==> config.mk <==
export PLATFORM = sky130hd
export DESIGN_NAME = pio_ctrl_decoder
export DESIGN_NICKNAME = d
export VERILOG_FILES = /design/src/rtl/pio_pkg.sv /design/src/rtl/pio_bus_decode.sv /design/src/rtl/pio_mode_reg.sv /design/src/rtl/pio_port_latch.sv /design/src/rtl/pio_latch_bank.sv /design/src/rtl/pio_inte_reg.sv /design/src/rtl/pio_read_mux.sv /design/src/rtl/pio_ctrl_decoder.sv
export SDC_FILE = /design/constraint.sdc
export NUM_CORES = 1
export LEC_CHECK = 0
export ABC_AREA = 1
export BUFFER_PORTS_ARGS = -buffer_cell sky130_fd_sc_hd__buf_2
export CAP_MARGIN = 30
export CORE_ASPECT_RATIO = 1.25
export CORE_MARGIN = 10
export CORE_UTILIZATION = 50
export DETAILED_ROUTE_END_ITERATION = 12
export GPL_ROUTABILITY_DRIVEN = 1
export PLACE_DENSITY_LB_ADDON = 0.15
export SLEW_MARGIN = 40
export SYNTH_ARGS = -nofsm -noshare
export SYNTH_HDL_FRONTEND = slang
export SYNTH_HIERARCHICAL = 1
export SYNTH_SLANG_ARGS = --single-unit
export TNS_END_PERCENT = 100
==> constraint.sdc <==
create_clock -name clk -period 1.6 [get_ports clk]
set_input_delay 0.16 -clock clk [delete_from_list [all_inputs] [get_ports clk]]
set_output_delay 0.16 -clock clk [all_outputs]
set_load 0.005 [all_outputs]
==> src/rtl/pio_pkg.sv <==
// Shared types and sizes for the parallel I/O register decoder.
// Assumes a byte-wide host bus and ports split into two nibble halves.
package pio_pkg;
    localparam int PIO_DW   = 8;
    localparam int PIO_NW   = PIO_DW / 2;
    localparam int PIO_SELW = $clog2(PIO_DW);
    localparam int PIO_NPORT = 3;

    typedef enum logic [1:0] {
        SEL_PA  = 2'b00,
        SEL_PB  = 2'b01,
        SEL_PC  = 2'b10,
        SEL_CTL = 2'b11
    } pio_sel_e;

    typedef enum logic [1:0] {
        GA_BASIC   = 2'd0,
        GA_STROBED = 2'd1,
        GA_BIDIR   = 2'd2
    } ga_mode_e;

    typedef struct packed {
        ga_mode_e a_mode;
        logic     a_in;
        logic     ch_in;
        logic     b_mode;
        logic     b_in;
        logic     cl_in;
    } pio_cfg_t;

    localparam pio_cfg_t PIO_CFG_RST = '{a_mode: GA_BASIC, a_in: 1'b1, ch_in: 1'b1,
                                         b_mode: 1'b0, b_in: 1'b1, cl_in: 1'b1};
endpackage

==> src/rtl/pio_bus_decode.sv <==
// Host access decoder: turns strobes and address into per-register write pulses.
// Assumes strobes are already synchronous to clk; a write needs rd_n high.
module pio_bus_decode
    import pio_pkg::*;
#(
    parameter int NPORT = PIO_NPORT
) (
    input  logic             cs_n,
    input  logic             rd_n,
    input  logic             wr_n,
    input  logic [1:0]       addr,
    input  logic             fmt_bit,
    output logic [NPORT-1:0] wr_lat,
    output logic             wr_mode,
    output logic             wr_bit,
    output logic             rd_drive
);
    logic wr_act;

    // Qualified write: selected, writing, and not colliding with a read.
    assign wr_act = !cs_n && !wr_n && rd_n;

    // One write pulse per port latch.
    for (genvar g = 0; g < NPORT; g++) begin : g_port_wr
        assign wr_lat[g] = wr_act && (addr == 2'(g));
    end

    // Split the control address into its two command formats.
    assign wr_mode = wr_act && (addr == SEL_CTL) && fmt_bit;
    assign wr_bit  = wr_act && (addr == SEL_CTL) && !fmt_bit;

    // Read drive is legal only for the port addresses.
    assign rd_drive = !cs_n && !rd_n && (addr != SEL_CTL);
endmodule

==> src/rtl/pio_mode_reg.sv <==
// Holds the mode and direction configuration loaded by a mode word.
// Assumes wr_mode is already qualified; bit 7 of the word is not needed here.
module pio_mode_reg
    import pio_pkg::*;
(
    input  logic     clk,
    input  logic     rst_n,
    input  logic     wr_mode,
    input  logic [6:0] word,
    output pio_cfg_t cfg
);
    // Load the configuration fields; group A code 2 covers both 1x encodings.
    always_ff @(posedge clk) begin
        if (!rst_n) begin
            cfg <= PIO_CFG_RST;
        end else if (wr_mode) begin
            cfg.a_mode <= word[6] ? GA_BIDIR : (word[5] ? GA_STROBED : GA_BASIC);
            cfg.a_in   <= word[4];
            cfg.ch_in  <= word[3];
            cfg.b_mode <= word[2];
            cfg.b_in   <= word[1];
            cfg.cl_in  <= word[0];
        end
    end
endmodule

==> src/rtl/pio_port_latch.sv <==
// One port output latch with byte load, clear, and optional single-bit update.
// Assumes the three write controls are mutually exclusive per cycle.
module pio_port_latch #(
    parameter int DW      = 8,
    parameter bit HAS_BIT = 1'b0,
    localparam int SELW   = $clog2(DW)
) (
    input  logic          clk,
    input  logic          rst_n,
    input  logic          wr_byte,
    input  logic          wr_clr,
    input  logic          wr_bit,
    input  logic [DW-1:0] wdata,
    output logic [DW-1:0] q
);
    // Clear on reset or mode word, load a byte, or update one selected bit.
    always_ff @(posedge clk) begin
        if (!rst_n || wr_clr) begin
            q <= '0;
        end else if (wr_byte) begin
            q <= wdata;
        end else if (HAS_BIT && wr_bit) begin
            q[wdata[SELW:1]] <= wdata[0];
        end
    end
endmodule

==> src/rtl/pio_latch_bank.sv <==
// Output latches of all ports; only the last port accepts bit commands.
// Assumes port index order A, B, C matches the address decode.
module pio_latch_bank
    import pio_pkg::*;
#(
    parameter int DW    = PIO_DW,
    parameter int NPORT = PIO_NPORT
) (
    input  logic                       clk,
    input  logic                       rst_n,
    input  logic [NPORT-1:0]           wr_lat,
    input  logic                       wr_mode,
    input  logic                       wr_bit,
    input  logic [DW-1:0]              wdata,
    output logic [NPORT-1:0][DW-1:0]   lat
);
    // One latch per port, bit update enabled on the final one.
    for (genvar p = 0; p < NPORT; p++) begin : g_lat
        pio_port_latch #(
            .DW      (DW),
            .HAS_BIT (p == NPORT - 1)
        ) i_lat (
            .clk     (clk),
            .rst_n   (rst_n),
            .wr_byte (wr_lat[p]),
            .wr_clr  (wr_mode),
            .wr_bit  (wr_bit),
            .wdata   (wdata),
            .q       (lat[p])
        );
    end
endmodule

==> src/rtl/pio_inte_reg.sv <==
// Interrupt-enable flip-flops loaded by bit commands in strobed modes.
// Assumes group A uses bits 4 (input side) and 6 (output side), group B bit 2.
module pio_inte_reg
    import pio_pkg::*;
#(
    parameter int SELW   = PIO_SELW,
    parameter int A_IN   = 4,
    parameter int A_OUT  = 6,
    parameter int B_BIT  = 2
) (
    input  logic            clk,
    input  logic            rst_n,
    input  logic            wr_bit,
    input  logic [SELW-1:0] bit_sel,
    input  logic            bit_val,
    input  ga_mode_e        a_mode,
    input  logic            b_mode,
    output logic            inte_a_in,
    output logic            inte_a_out,
    output logic            inte_b
);
    logic a_strobed;

    // Group A handshake is present in both non-basic modes.
    assign a_strobed = (a_mode != GA_BASIC);

    // Load each enable only when its group's handshake exists.
    always_ff @(posedge clk) begin
        if (!rst_n) begin
            inte_a_in  <= 1'b0;
            inte_a_out <= 1'b0;
            inte_b     <= 1'b0;
        end else if (wr_bit) begin
            if (a_strobed && bit_sel == SELW'(A_IN))  inte_a_in  <= bit_val;
            if (a_strobed && bit_sel == SELW'(A_OUT)) inte_a_out <= bit_val;
            if (b_mode    && bit_sel == SELW'(B_BIT)) inte_b     <= bit_val;
        end
    end
endmodule

==> src/rtl/pio_read_mux.sv <==
// Read data selection: pin level for inputs, latch for outputs, per nibble on C.
// Assumes rd_drive already excludes the control address.
module pio_read_mux
    import pio_pkg::*;
#(
    parameter int DW = PIO_DW,
    localparam int NW = DW / 2
) (
    input  logic [1:0]    addr,
    input  logic          rd_drive,
    input  logic          a_in,
    input  logic          b_in,
    input  logic          ch_in,
    input  logic          cl_in,
    input  logic [DW-1:0] pin_a,
    input  logic [DW-1:0] pin_b,
    input  logic [DW-1:0] pin_c,
    input  logic [DW-1:0] lat_a,
    input  logic [DW-1:0] lat_b,
    input  logic [DW-1:0] lat_c,
    output logic [DW-1:0] rdata,
    output logic          rdata_oe
);
    logic [DW-1:0] c_mask;
    logic [DW-1:0] sel_val;

    // Per-bit input mask for port C built from the two nibble directions.
    assign c_mask = {{NW{ch_in}}, {NW{cl_in}}};

    // Choose the addressed port's view.
    always_comb begin
        unique case (addr)
            SEL_PA:  sel_val = a_in ? pin_a : lat_a;
            SEL_PB:  sel_val = b_in ? pin_b : lat_b;
            SEL_PC:  sel_val = (pin_c & c_mask) | (lat_c & ~c_mask);
            default: sel_val = '0;
        endcase
    end

    // Drive zero whenever the bus is not enabled.
    assign rdata    = rd_drive ? sel_val : '0;
    assign rdata_oe = rd_drive;
endmodule

==> src/rtl/pio_ctrl_decoder.sv <==
// Top of the parallel I/O host register decoder.
// Assumes host strobes are synchronous to clk and sampled once per cycle.
module pio_ctrl_decoder
    import pio_pkg::*;
(
    input  logic       clk,
    input  logic       rst_n,
    input  logic       cs_n,
    input  logic       rd_n,
    input  logic       wr_n,
    input  logic [1:0] addr,
    input  logic [7:0] wdata,
    output logic [7:0] rdata,
    output logic       rdata_oe,
    input  logic [7:0] pin_a,
    input  logic [7:0] pin_b,
    input  logic [7:0] pin_c,
    output logic [1:0] grp_a_mode,
    output logic       grp_b_mode,
    output logic       a_is_in,
    output logic       ch_is_in,
    output logic       b_is_in,
    output logic       cl_is_in,
    output logic [7:0] out_a,
    output logic [7:0] out_b,
    output logic [7:0] out_c,
    output logic       inte_a_in,
    output logic       inte_a_out,
    output logic       inte_b
);
    logic [PIO_NPORT-1:0]             wr_lat;
    logic                             wr_mode;
    logic                             wr_bit;
    logic                             rd_drive;
    pio_cfg_t                         cfg;
    logic [PIO_NPORT-1:0][PIO_DW-1:0] lat;

    pio_bus_decode #(.NPORT(PIO_NPORT)) i_dec (
        .cs_n     (cs_n),
        .rd_n     (rd_n),
        .wr_n     (wr_n),
        .addr     (addr),
        .fmt_bit  (wdata[7]),
        .wr_lat   (wr_lat),
        .wr_mode  (wr_mode),
        .wr_bit   (wr_bit),
        .rd_drive (rd_drive)
    );

    pio_mode_reg i_mode (
        .clk     (clk),
        .rst_n   (rst_n),
        .wr_mode (wr_mode),
        .word    (wdata[6:0]),
        .cfg     (cfg)
    );

    pio_latch_bank #(.DW(PIO_DW), .NPORT(PIO_NPORT)) i_lat (
        .clk     (clk),
        .rst_n   (rst_n),
        .wr_lat  (wr_lat),
        .wr_mode (wr_mode),
        .wr_bit  (wr_bit),
        .wdata   (wdata),
        .lat     (lat)
    );

    pio_inte_reg i_inte (
        .clk        (clk),
        .rst_n      (rst_n),
        .wr_bit     (wr_bit),
        .bit_sel    (wdata[PIO_SELW:1]),
        .bit_val    (wdata[0]),
        .a_mode     (cfg.a_mode),
        .b_mode     (cfg.b_mode),
        .inte_a_in  (inte_a_in),
        .inte_a_out (inte_a_out),
        .inte_b     (inte_b)
    );

    pio_read_mux #(.DW(PIO_DW)) i_rd (
        .addr     (addr),
        .rd_drive (rd_drive),
        .a_in     (cfg.a_in),
        .b_in     (cfg.b_in),
        .ch_in    (cfg.ch_in),
        .cl_in    (cfg.cl_in),
        .pin_a    (pin_a),
        .pin_b    (pin_b),
        .pin_c    (pin_c),
        .lat_a    (lat[0]),
        .lat_b    (lat[1]),
        .lat_c    (lat[2]),
        .rdata    (rdata),
        .rdata_oe (rdata_oe)
    );

    // Present configuration and latches on the ports.
    assign grp_a_mode = cfg.a_mode;
    assign grp_b_mode = cfg.b_mode;
    assign a_is_in    = cfg.a_in;
    assign ch_is_in   = cfg.ch_in;
    assign b_is_in    = cfg.b_in;
    assign cl_is_in   = cfg.cl_in;
    assign out_a      = lat[0];
    assign out_b      = lat[1];
    assign out_c      = lat[2];
endmodule

==> results.md <==
* Inserted Clock Buffers at 5
* Syn Inst Count at 395
* CTS tree: done
* Worst-path clk slew at 0.07 ns
* Drt via density at 4.80
* Final Cycle Share at 93.2%
* Worst path max stage delay at 0.37 ns
* GR Overflow Total at 0
* Ant diodes at 0
* Max Fclk at 0.670 GHz
* Core area at 4360 µm²
* Synth area leaders: dfxtp_1, nand2_1, inv_1
* Final worst slack at 0.108 ns
* Crit path cell chain: buf_4, nand2_1, nand3_1, nand3_1, nand2_1, inv_1, buf_2
* #FFs+latches synth at 34
* Drt first pass iters at 4
* Largest net degree at the start of global routing at 15
* Worst path bufs/invs at 3
* Status: completed
* Hold Path Class: input pin to flop
* GRT Util Overall at 18.6%
* Pre-CTS setup slack at 0.0944 ns
* Period minus WS final at 1.49 ns
* Setup crit end kind: primary output
* VDD IR max at 598 µV
* Switch share at 28.2%
* Dpl cells at 533
* Worst Skew at 0.000832 ns
* Mean post-synth cell area at 5.67 µm²
* Drt total wl at 6.92 mm
* Port buffer count at 81
* Setup TNS at 0 ns
* Hold buffers post-CTS at 0
* Area Overhead vs Synth at 25.1%
* Share of the synthesized area in the top cell type at 30.4%
* Syn_nets at 434
* Seq pwr share at 47.5%
* Psw at 512 µW
* Number of clock sinks at 34
* Worst path top cell family by delay: flip-flops
* Die area at 7570 µm²
* Max cap viols at 0
* Worst endpoint required time at 1.44 ns
* Leakage at 1.62 nW
* Setup crit start kind: flop
* Initial Utilization at 51.4%
* Iter 0 DRT Violations at 134
* Unrepaired setup endpoints after global routing: false
* Mapped Area at 2240 µm²
* Fraction of layout cells with a size suffix above 1 at 25.5%
* Most frequent cells in the layout: nand2_1, buf_2, inv_1
* Root Driver: clkbuf_8
* Worst-path fanout max at 6
* Sequential share of the synthesized area at 30.4%
* Area leader, netlist: dfxtp_1
* Pwr Density at 649 nW/µm²
* Setup Crit Path Kind: flop to primary output
* Design internal power at 1.31 mW
* Critical Path AT at 1.33 ns
* Hold Fails Final Rpt at 0
* Comb power frac at 15.4%
* IO Count at 82
* Commonest non-fill, non-tap cell in the layout: nand2_1
* WL per Instance at 12.8 µm
* Max Slew Vio Count at 0
* Die X-Extent at 79.9 µm
* Max Buffers Root-to-Sink at 2
* Synth cell types at 22
* Ys Warns at 6
* Hold WS at 0.167 ns
* Hpwl dp at 5.46 mm
* Relative slew slack at 77.5%
* Die height at 94.8 µm
* Worst-Skew Late Latency at 0.29 ns
* CTS H-tree depth at 2
* Clock power frac at 37.1%
* Placement row count at 27
* Residual DRC at 0
* Final setup violation count at 0
* Worst path slowest cell: dfxtp_4
* First-pass GRT wire length at 11.4 mm
* NumNets Final at 521
* Vias in the first global route at 2,506
* RePlAce Congestion at 0.901
* Via count at 2,595
* Layout Cells excl Fill at 541
* Antenna Violating Nets Remaining at 0
* Initial antenna violation count at 0
* Worst-Margin Slew at 0.336 ns
==> repair_timing <==
item                                   in CTS  in global routing
setup endpoints to repair                   2                  8
endpoints found under the hold margin       0                  0
buffers inserted                            0                  0
resized for setup                           1                  8
==> sequential cells by signal, summed over array words and instances, names as in the netlist <==
signal	cells
i_mode/cfg	7
i_inte/inte_a_out	1
i_lat/g_lat.i_lat/q	24
i_inte/inte_a_in	1
i_inte/inte_b	1
==> worst register-to-register path, cell delays in order, from the launching register on <==
cell	delay (ns)
dfxtp_1	0.36
nand2_1	0.07
nor2_1	0.13
nand3_1	0.08
nand2_1	0.06
nor2_1	0.04
==> cell type report <==
cell class | count | area [µm²]
fill | 458 | 1560
multi-input combinational | 287 | 1230
sequential | 34 | 691
timing repair buffer | 91 | 480
inverter | 63 | 236
clock buffer | 6 | 82.6
tap | 58 | 72.6
clock inverter | 2 | 12.5
==> final timing paths <==
| path | from | endpoint | slack [ns] | depth (start not counted) |
|---|---|---|---|---|
| worst max-delay path | i_mode/cfg[1] | rdata[1] | 0.11 | 7 |
| worst min-delay path | wdata[7] | i_lat/g_lat[1].i_lat/q[7] | 0.17 | 3 |
| worst max register to register | i_mode/cfg[2] | i_inte/inte_b | 0.76 | 5 |
| worst min register to register | i_lat/g_lat[0].i_lat/q[1] | i_lat/g_lat[0].i_lat/q[1] | 0.48 | 2 |
==> synth_stat cells <==
master and n:
a21oi_1 21, a21oi_2 1, buf_2 3, buf_4 3
buf_6 4, clkbuf_8 1, dfxtp_1 34, inv_1 58
inv_2 5, nand2_1 166, nand2_2 3, nand2_4 1
nand3_1 40, nand3_2 1, nand3b_1 2, nand4_1 1
nor2_1 37, nor2_2 4, nor2_4 2, o21ai_0 6
o21ai_1 1, or2_1 1
==> cells by family (layout without fill, tap and decap cells) <==
logic type,count (synthesis),in the layout,synth area share [%]
simple gates,258,258,48.1
buf+inv,74,162,14.9
flops,34,34,30.4
compound gates,29,29,6.65
==> metal layers <==
| metal | vias up | routed length (µm) | share of wire [%] | GRT usage [%] |
|---|---|---|---|---|
| li1 | 1365 | - | - | - |
| met1 | 1133 | 2850 | 41 | 20.6 |
| met2 | 83 | 3350 | 48 | 32.2 |
| met3 | 14 | 535 | 7.7 | 5.80 |
| met4 | 0 | 188 | 2.7 | 7.65 |
| met5 | - | 0 | 0 | 0 |
==> metrics by stage <==
stage | util (%) | power, mW | instance area [µm²]
3_3_place_gp | 61.9 | 1.16 | 2700
3_5_place_dp | 61.9 | 1.16 | 2700
2_1_floorplan | - | 1.04 | 2240
4_1_cts | 64.1 | 1.83 | 2790
6_report | 64.3 | 1.82 | 2800
5_1_grt | 64.3 | 1.91 | 2800
==> power by group through the flow <==
stage	clock, mW	sequential, mW	combinational, mW
after floorplan	0	0.884	0.155
after global placement	0	0.885	0.276
after detailed placement	0	0.885	0.280
after CTS	0.686	0.866	0.281
after global routing	0.728	0.865	0.321
final	0.675	0.863	0.280
(Power assumes the default switching activity.)
